$ cat src/rtl/iq_fix_pkg.sv
// Shared types and helpers for the I/Q imbalance corrector.
// Assumes all internal arithmetic fits in WIDE signed bits.
package iq_fix_pkg;
    localparam int WIDE      = 48;
    localparam int SHIFT_W   = 5;
    localparam int K_MIN     = 8;
    localparam int K_MAX     = 16;

    typedef logic signed [WIDE-1:0] wide_t;

    typedef struct packed {
        logic               en_p;
        logic               en_g;
        logic [SHIFT_W-1:0] mu_p;
        logic [SHIFT_W-1:0] mu_g;
        logic [SHIFT_W-1:0] dc_k;
    } iq_cfg_t;

    // Clamp a wide signed value to the range of a w-bit signed number.
    function automatic wide_t clamp_w(input wide_t v, input int w);
        wide_t hi;
        wide_t lo;
        hi = (wide_t'(1) <<< (w - 1)) - wide_t'(1);
        lo = -(wide_t'(1) <<< (w - 1));
        if (v > hi) return hi;
        if (v < lo) return lo;
        return v;
    endfunction

    // Force the DC time-constant shift into its legal window.
    function automatic logic [SHIFT_W-1:0] clamp_k(input logic [SHIFT_W-1:0] k);
        if (int'(k) < K_MIN) return SHIFT_W'(K_MIN);
        if (int'(k) > K_MAX) return SHIFT_W'(K_MAX);
        return k;
    endfunction
endpackage

$ cat src/rtl/iq_dc_block.sv
// One-channel DC blocker: a first-order leaky integrator tracks the mean,
// and the output is the input minus that mean. Assumes DC-free traffic.
// The accumulator carries FRAC fractional bits; the output is floored.
module iq_dc_block
    import iq_fix_pkg::*;
#(
    parameter int IN_W  = 14,
    parameter int FRAC  = 16,
    parameter int ACC_W = 32,
    parameter int Y_W   = 16
) (
    input  logic                     clk,
    input  logic                     rst_n,
    input  logic                     smp_valid,
    input  logic [IN_W-1:0]          x_in,
    input  logic [SHIFT_W-1:0]       k_shift,
    output logic signed [Y_W-1:0]    y_out
);
    logic signed [ACC_W-1:0] acc;
    wide_t                   x_w;
    wide_t                   diff;

    // Difference between the scaled sample and the running mean.
    always_comb begin
        x_w   = wide_t'($signed(x_in)) <<< FRAC;
        diff  = x_w - wide_t'(acc);
        y_out = Y_W'(diff >>> FRAC);
    end

    // Leak a 2^-K share of the difference into the mean on each sample.
    always_ff @(posedge clk) begin
        if (!rst_n) begin
            acc <= '0;
        end else if (smp_valid) begin
            acc <= acc + ACC_W'(diff >>> k_shift);
        end
    end
endmodule

$ cat src/rtl/iq_coef_loop.sv
// Adaptive coefficient accumulator for one correction loop.
// Adds (or, when SUBTRACT is set, removes) err >>> shift on each update,
// saturating to COEF_W signed bits. It holds when upd is low.
module iq_coef_loop
    import iq_fix_pkg::*;
#(
    parameter int COEF_W   = 19,
    parameter int RST_VAL  = 0,
    parameter bit SUBTRACT = 1'b0
) (
    input  logic                     clk,
    input  logic                     rst_n,
    input  logic                     upd,
    input  wide_t                    err,
    input  logic [SHIFT_W-1:0]       shift,
    output logic signed [COEF_W-1:0] coef
);
    wide_t step;
    wide_t nxt;

    // Scaled error step for this update.
    assign step = err >>> shift;

    // Direction of the update is fixed per loop by SUBTRACT.
    generate
        if (SUBTRACT) begin : g_sub
            assign nxt = wide_t'(coef) - step;
        end else begin : g_add
            assign nxt = wide_t'(coef) + step;
        end
    endgenerate

    // Saturating coefficient register.
    always_ff @(posedge clk) begin
        if (!rst_n) begin
            coef <= COEF_W'(RST_VAL);
        end else if (upd) begin
            coef <= COEF_W'(clamp_w(nxt, COEF_W));
        end
    end
endmodule

$ cat src/rtl/iq_imbalance_fix.sv
// Receive-side I/Q corrector: DC removal per channel, then blind gain and
// skew loops on Q, driven by I^2 - Q^2 and I*Q of the corrected output.
// One register stage from input to output; coefficients adapt one cycle
// after each output sample. Assumes signed two's-complement samples.
module iq_imbalance_fix
    import iq_fix_pkg::*;
#(
    parameter int IN_W   = 14,
    parameter int OUT_W  = 16,
    parameter int FRAC   = 16,
    parameter int COEF_W = 19,
    parameter int ACC_W  = 32,
    parameter int ADDR_W = 2,
    parameter int DATA_W = 32,
    parameter int K_RST  = 10,
    parameter int MU_RST = 16
) (
    input  logic              clk,
    input  logic              rst_n,
    input  logic              in_valid,
    input  logic [IN_W-1:0]   in_i,
    input  logic [IN_W-1:0]   in_q,
    output logic              out_valid,
    output logic [OUT_W-1:0]  out_i,
    output logic [OUT_W-1:0]  out_q,
    input  logic              cfg_wr,
    input  logic [ADDR_W-1:0] cfg_addr,
    input  logic [DATA_W-1:0] cfg_wdata,
    output logic [DATA_W-1:0] cfg_rdata
);
    localparam int Y_W    = IN_W + 2;
    localparam int G_ONE  = 1 << FRAC;

    iq_cfg_t                 cfg;
    logic                    cfg_en_g;
    logic                    cfg_en_p;
    logic signed [Y_W-1:0]   y_i;
    logic signed [Y_W-1:0]   y_q;
    logic signed [COEF_W-1:0] coef_g;
    logic signed [COEF_W-1:0] coef_p;
    wide_t                   skew_w;
    wide_t                   sum_w;
    wide_t                   gq_w;
    logic signed [OUT_W-1:0] i_nxt;
    logic signed [OUT_W-1:0] q_nxt;
    logic signed [OUT_W-1:0] oi_r;
    logic signed [OUT_W-1:0] oq_r;
    logic                    ov_r;
    wide_t                   err_g;
    wide_t                   err_p;

    assign cfg_en_g = cfg.en_g;
    assign cfg_en_p = cfg.en_p;

    // Configuration register with K clamped on write.
    always_ff @(posedge clk) begin
        if (!rst_n) begin
            cfg <= '{en_p: 1'b0, en_g: 1'b0, mu_p: SHIFT_W'(MU_RST),
                     mu_g: SHIFT_W'(MU_RST), dc_k: SHIFT_W'(K_RST)};
        end else if (cfg_wr && cfg_addr == ADDR_W'(0)) begin
            cfg.dc_k <= clamp_k(cfg_wdata[4:0]);
            cfg.mu_g <= cfg_wdata[12:8];
            cfg.mu_p <= cfg_wdata[20:16];
            cfg.en_g <= cfg_wdata[24];
            cfg.en_p <= cfg_wdata[25];
        end
    end

    iq_dc_block #(.IN_W(IN_W), .FRAC(FRAC), .ACC_W(ACC_W), .Y_W(Y_W)) u_dc_i (
        .clk(clk), .rst_n(rst_n), .smp_valid(in_valid), .x_in(in_i),
        .k_shift(cfg.dc_k), .y_out(y_i)
    );

    iq_dc_block #(.IN_W(IN_W), .FRAC(FRAC), .ACC_W(ACC_W), .Y_W(Y_W)) u_dc_q (
        .clk(clk), .rst_n(rst_n), .smp_valid(in_valid), .x_in(in_q),
        .k_shift(cfg.dc_k), .y_out(y_q)
    );

    // Correction: Q' = g * (Q + p * I), both terms floored, then saturated.
    always_comb begin
        skew_w = wide_t'(coef_p) * wide_t'(y_i);
        sum_w  = wide_t'(y_q) + (skew_w >>> FRAC);
        gq_w   = wide_t'(coef_g) * sum_w;
        q_nxt  = OUT_W'(clamp_w(gq_w >>> FRAC, OUT_W));
        i_nxt  = OUT_W'(clamp_w(wide_t'(y_i), OUT_W));
    end

    // Output stage: loads only on a valid input sample.
    always_ff @(posedge clk) begin
        if (!rst_n) begin
            ov_r <= 1'b0;
            oi_r <= '0;
            oq_r <= '0;
        end else begin
            ov_r <= in_valid;
            if (in_valid) begin
                oi_r <= i_nxt;
                oq_r <= q_nxt;
            end
        end
    end

    assign out_valid = ov_r;
    assign out_i     = oi_r;
    assign out_q     = oq_r;

    // Loop error terms, taken from the corrected outputs.
    always_comb begin
        err_g = wide_t'(oi_r) * wide_t'(oi_r) - wide_t'(oq_r) * wide_t'(oq_r);
        err_p = wide_t'(oi_r) * wide_t'(oq_r);
    end

    iq_coef_loop #(.COEF_W(COEF_W), .RST_VAL(G_ONE), .SUBTRACT(1'b0)) u_gain (
        .clk(clk), .rst_n(rst_n), .upd(ov_r && cfg_en_g), .err(err_g),
        .shift(cfg.mu_g), .coef(coef_g)
    );

    iq_coef_loop #(.COEF_W(COEF_W), .RST_VAL(0), .SUBTRACT(1'b1)) u_skew (
        .clk(clk), .rst_n(rst_n), .upd(ov_r && cfg_en_p), .err(err_p),
        .shift(cfg.mu_p), .coef(coef_p)
    );

    // Register read mux.
    always_comb begin
        case (cfg_addr)
            ADDR_W'(0): cfg_rdata = DATA_W'({cfg.en_p, cfg.en_g, 3'b000, cfg.mu_p,
                                             3'b000, cfg.mu_g, 3'b000, cfg.dc_k});
            ADDR_W'(1): cfg_rdata = DATA_W'(coef_g);
            ADDR_W'(2): cfg_rdata = DATA_W'(coef_p);
            default:    cfg_rdata = '0;
        endcase
    end
endmodule

$ cat config.mk
export PLATFORM = sky130hd
export DESIGN_NAME = iq_imbalance_fix
export DESIGN_NICKNAME = d
export VERILOG_FILES = /design/src/rtl/iq_fix_pkg.sv /design/src/rtl/iq_dc_block.sv /design/src/rtl/iq_coef_loop.sv /design/src/rtl/iq_imbalance_fix.sv
export SDC_FILE = /design/constraint.sdc
export NUM_CORES = 2
export LEC_CHECK = 0
export BUFFER_PORTS_ARGS = -buffer_cell sky130_fd_sc_hd__buf_2
export CORE_MARGIN = 2
export CORE_UTILIZATION = 30
export DETAILED_ROUTE_END_ITERATION = 10
export GPL_ROUTABILITY_DRIVEN = 1
export PLACE_DENSITY = 0.48
export SETUP_SLACK_MARGIN = 0.5
export SKIP_CTS_REPAIR_TIMING = 1
export SLEW_MARGIN = 20
export SYNTH_ARGS = -nofsm -noshare
export SYNTH_HDL_FRONTEND = slang
export SYNTH_SLANG_ARGS = --single-unit
$ cat constraint.sdc
create_clock -name clk -period 55.3 [get_ports clk]
set_clock_uncertainty 0.2 [all_clocks]
set_input_delay 11.06 -clock clk [delete_from_list [all_inputs] [get_ports clk]]
set_output_delay 11.06 -clock clk [all_outputs]
set_load 0.005 [all_outputs]
### Yosys cells after proc, flatten, opt, wreduce, memory -nomap -nowiden

Index checks and enable logic that the tools add are counted.

| word-level totals | value |
|---|---|
| word-level logic and storage cells | 93 |
| bits in registers | 152 |
| input port bits | 66 |

| cells by class | value |
|---|---|
| order comparisons | 10 |
| equal/unequal tests | 2 |
| shifts and indexed selects | 4 |
| reductions and logical operators | 4 |
| muxes and demuxes | 48 |
| multipliers | 5 |
| $add $sub $neg | 8 |

Operator list:

| operator | count |
|---|---|
| $mux 19 | 8 |
| $mux 16 | 8 |
| $gt 48x19->1 const B | 2 |
| $lt 48x19->1 const B | 2 |
| $mul 16x16->32 | 3 |
| $pmux 32 s3 | 1 |
| $sshr 33x5->32 | 2 |
| $sub 30x32->33 | 2 |
| $add 32x32->32 | 2 |
| $add 19x48->48 | 1 |
| $sshr 32x5->48 | 1 |
| $sshr 33x5->48 | 1 |
| $sub 19x48->48 | 1 |
| $mul 19x20->39 | 1 |
| $mul 19x16->35 | 1 |
| $sub 32x32->33 | 1 |
| $mux 1 | 27 |
| $gt 23x16->1 const B | 1 |
| $lt 23x16->1 const B | 1 |
| $add 16x19->20 | 1 |
| $mux 5 | 4 |
| $gt 16x16->1 const B | 1 |
| $lt 16x16->1 const B | 1 |
| $gt 5x5->1 const B | 1 |
| 5 further kinds | 7 |

### Logic depth before layout (Yosys ltp)

| logic depth | value |
|---|---|
| word-level depth | 13 |
| gate-level depth with buffers | 70 |
| mapped depth without buffers | 67 |

### By module

A second synthesis with hierarchy kept.

| unflattened totals | value |
|---|---|
| cells, all modules | 9522 |
| area, all modules | 81378.0 um2 |

Modules (own cells, without submodules):

| module | instances | cells an instance | area each (um2) |
|---|---|---|---|
| iq_imbalance_fix | 1 | 5910 | 54945.2 |
| iq_dc_block | 2 | 890 | 6562.5 |
| iq_coef_loop (u_gain) | 1 | 897 | 6747.7 |
| iq_coef_loop (u_skew) | 1 | 935 | 6560.0 |

### Least setup slack after synthesis

No wires, ideal clock.

| timing path | value |
|---|---|
| kind | input -> register |
| start point | input in_i[8] |
| end point | register oq_r[9], in the netlist out_q[9] |
| path slack | 27587 ps |
| arrival time | 27370 ps |
| stages | 66 |
| path buffers | 7 |
| path through | ha_1 -> and2_1 -> o21ai_0 -> nand2b_1 -> a21oi_1 -> a2bb2oi_1 -> o311ai_2 -> o31ai_1 -> xor2_1 -> clkbuf_1 -> buf_1 -> nor2_1 -> fa_1 -> fa_1 -> fa_1 -> fa_1 -> fa_1 -> inv_1 -> [30 not listed] -> inv_1 -> fa_1 -> inv_1 -> fa_1 -> fa_1 -> ha_1 -> ha_1 -> a21oi_1 -> o21ai_0 -> a221oi_1 -> nand2_1 -> a221oi_1 -> o311ai_0 -> xnor2_1 -> or2_2 -> o41ai_2 -> clkbuf_1 -> a221oi_1 |

| on the way | value |
|---|---|
| cells in the longest elaborated chain, start to end | 9 |

Ends and longest elaborated chain:

| what | line | RTL |
|---|---|---|
| start, declared | iq_imbalance_fix.sv:21 | `input logic [IN_W-1:0] in_i,` |
| $sub 30x32->33 * | iq_dc_block.sv:26 | `diff = x_w - wide_t'(acc);` |
| $mul 19x16->35 * | iq_imbalance_fix.sv:81 | `skew_w = wide_t'(coef_p) * wide_t'(y_i);` |
| $add 16x19->20 * | iq_imbalance_fix.sv:82 | `sum_w = wide_t'(y_q) + (skew_w >>> FRAC);` |
| $mul 19x20->39 * | iq_imbalance_fix.sv:83 | `gq_w = wide_t'(coef_g) * sum_w;` |
| $lt 23x16->1 | iq_fix_pkg.sv:26 | `if (v < lo) return lo;` |
| $mux 1 (2 in series) | iq_fix_pkg.sv:26 |  |
| $mux 16 | iq_fix_pkg.sv:27 | `return v;` |
| $mux 16 * | iq_fix_pkg.sv:26 |  |
| end signal, assigned | iq_imbalance_fix.sv:98 | `oq_r <= q_nxt;` |
| end, declared | iq_imbalance_fix.sv:47 | `logic signed [OUT_W-1:0] oq_r;` |

Every way passes the cells marked *; elsewhere a longest branch is shown, timed or not. The select of a mux whose other input is x is not followed.
A chain may end at the register's enable or synchronous reset.

### Worst setup path in the final report

| timing path | value |
|---|---|
| start point | input in_i[1] |
| end point | register oq_r[4], in the netlist out_q[4] |

Same word-level chain as after synthesis.

==> flow_metrics.py <==
metrics = {
    "logic_synthesis": {
        "synthArstFlopShare_pct": 0,
        "avgSynthCellArea_um2": 8.44,
        "yosys_most_used_dff": "dfxtp_1",
        "synthesis.instances": 9075,
        "yosysUniqueCellTypes": 99,
        "netlist_area_mm2": 0.0766,
        "ys_seq_elements": 152,
        "synth_warnings": 0,
        "ys_top_cells_by_count": "1759 x inv_1, 1470 x fa_1, 969 x nand2_1",
        "yosysTopAreaCell": "fa_1",
        "synth_edf_count": 0,
        "synthTopCellsByArea": "fa_1 38%, ha_1 11%, inv_1 8.6%",
        "synth-seq-area-share_pct": 3.97,
        "synth_top_area_share_pct": 38.4,
        "synth.most_common_cell": "inv_1",
        "synth_nets": 11300,
    },
    "sta": {
        "maxSlewViolCount": 0,
        "setup_viol": 0,
        "hold_violations": 0,
        "max_freq_ghz": 0.0330,
        "finalSetupTns_ps": 0,
        "period_share_pct": 54.7,
        "fin_crit_ps": 30260,
        "max-slew-margin-rel_pct": 25.3,
        "hold_ws_ps": 282,
        "tightest_slew_ps": 1120,
        "grt_setup_unrepaired": "false",
    },
    "layout": {
        "area_growth_pct": 6.42,
        "fillers": 27000,
        "postLayoutCoreUtil_pct": 32.1,
        "drive_gt1_share_pct": 5.69,
        "nets": 11100,
    },
    "worst_setup_path": {
        "critPathArrivalTime_ps": 30390,
        "slowest_stage": "o41ai_4",
        "r2r-end": "out_q[4]$_SDFFE_PN0P_",
        "reg2reg_setup_slack_ps": 34940,
        "critPathLaunchType": "input pin",
        "rr_startpoint": "u_dc_i.acc[0]$_SDFFE_PN0P_",
        "endpoint_kind": "flip-flop",
        "criticalPathCategory": "in2reg",
        "cp_data_required_time_ps": 55430,
        "crit_fanout": 24,
        "cpMostUsedCell": "fa_1",
        "critPathMaxStageDelay_ps": 1060,
        "r2r_cells": 58,
    },
    "min_path": {
        "hold_depth": 2,
        "hold_class": "reg2reg",
        "min-delay-start": "out_q[15]$_SDFFE_PN0P_",
        "holdPathEnd": "out_q[15]$_SDFFE_PN0P_",
    },
    "placement": {
        "port_buffers": 115,
        "gp_congestion": 0.877,
        "hpwl_um": 188000,
    },
    "global_routing": {
        "grt_max_degree": 69,
        "grt_pass1_vias": 64500,
        "grt_pass1_wl_um": 376000,
        "grt.overflow.total": 0,
        "antenna_found_initial": 9,
        "track_usage_pct": 18.5,
    },
    "drt": {
        "dr.pass1.iters": 6,
        "num_vias": 61200,
        "postRouteAntennaNets": 0,
        "routedWlPerCell_um": 19.2,
        "drt_iter0_drc": 3864,
        "drc": 0,
        "viasPerCell": 4.99,
        "drt-total-wl_um": 236000,
    },
    "cts": {
        "cts_tree": "built",
        "h-tree-depth": 4,
        "cts_buffer_depth": 2,
        "cts-root-buf": "clkbuf_16",
        "clkLatencyLatePin_ps": 540,
        "numClockSinks": 152,
        "cts_buffers": 17,
        "clk_pin_slew_ps": 80,
    },
    "floorplanning": {
        "start_util_pct": 30.1,
        "die_area_mm2": 0.259,
        "die_h_um": 509,
        "die_w_um": 509,
        "coreArea_mm2": 0.254,
        "ios": 131,
        "rows": 185,
    },
    "run_status": {
        "status": "finished, final reports clean",
    },
    "run": {
        "cap_violations": 0,
    },
}
-- per-stage QoR --
| step | area [µm²] | cells | setup slack, ps |
|---|---|---|---|
| global route | 81500 | 12300 | 23680 |
| CTS | 81500 | 12300 | 25070 |
| floorplan | 76600 | 9075 | 27590 |
| global placement | 81000 | 12200 | 24730 |
| detailed placement | 81000 | 12200 | 24630 |
| finish | 81500 | 12300 | 25040 |
-- metal layers --
| layer | track usage (%) | up-vias | share of wire (%) |
|---|---|---|---|
| met1 | 24.8 | 31200 | 45 |
| met3 | 1.88 | 252 | 4.1 |
| met5 | 0 | - | 0.0042 |
| met2 | 31.3 | 1307 | 48 |
| met4 | 5.55 | 2 | 3.3 |
| li1 | - | 28500 | - |
-- critical path: cells and delay by family --
family	cells	cell delay, ps
AO/OA/AOI/OAI	20	6890
AND/OR/NAND/NOR	10	1800
XOR/XNOR	3	790
adder cells (fa/ha/maj)	17	7940
buffers and inverters	9	1820
-- worst max path at each step --
| stage | start | to | slack (ps) |
|---|---|---|---|
| 6_report | in_i[1] | out_q[4]$_SDFFE_PN0P_ | 25040 |
| 5_1_grt | in_i[8] | out_q[1]$_SDFFE_PN0P_ | 23680 |
| 4_1_cts | in_i[1] | out_q[1]$_SDFFE_PN0P_ | 25070 |
| 3_5_place_dp | in_i[1] | out_q[1]$_SDFFE_PN0P_ | 24630 |
| 3_3_place_gp | in_i[8] | out_q[1]$_SDFFE_PN0P_ | 24730 |
| 2_1_floorplan | in_i[8] | out_q[9]$_SDFFE_PN0P_ | 27590 |
-- area by class of cell --
| type | instances | area [µm²] | share of cell area [%] |
|---|---|---|---|
| antenna | 9 | 22.5 | 0.0276 |
| clock buffer | 21 | 440 | 0.540 |
| clock inverter | 11 | 125 | 0.153 |
| inverter | 1772 | 6650 | 8.16 |
| multi-input combinational | 6671 | 65300 | 80.1 |
| sequential | 152 | 3060 | 3.76 |
| tap | 3366 | 4210 | 5.16 |
| timing repair buffer | 268 | 1730 | 2.12 |
-- placed cells by master (no fill, tap or decap), drive strengths merged, types with 17 or more instances in the layout --
cell,n
inv,1764
fa,1470
nand2,969
ha,651
nor2,511
and2,478
a21oi,393
o21ai,293
buf,268
xnor2,209
mux2i,202
a21o,167
dfxtp,152
nor3,102
xor2,102
nand3,82
nor2b,80
a211oi,77
a31oi,74
nand2b,51
o21a,49
mux2,48
o211ai,48
nand4,46
o31ai,43
mux4,35
and3,33
or3,29
o21bai,29
or2,29
a221oi,28
o22ai,25
a2111oi,23
clkbuf,21
nor4,19
a311oi,17
a211o,17
-- kinds of logic after synthesis --
group,share of synthesized area (%)
buffers and inverters,11.1
multiplexers,4.38
adder cells (fa/ha/maj),49.0
XOR/XNOR,3.55
AO/OA/AOI/OAI,12.6
flip-flops,3.97
AND/OR/NAND/NOR,15.4
-- sequential cells by signal, summed over array words and instances, names as in the netlist --
| register | cells |
|---|---|
| out_q | 16 |
| u_dc_i.acc | 32 |
| u_skew.coef | 19 |
| cfg | 15 |
| out_i | 16 |
| u_gain.coef | 19 |
| u_dc_q.acc | 32 |
| cfg_en_p | 1 |
| cfg_en_g | 1 |
| out_valid | 1 |
Power is not shown: default switching activity piles up to over one toggle a cycle in this logic, so the estimate is an artifact.
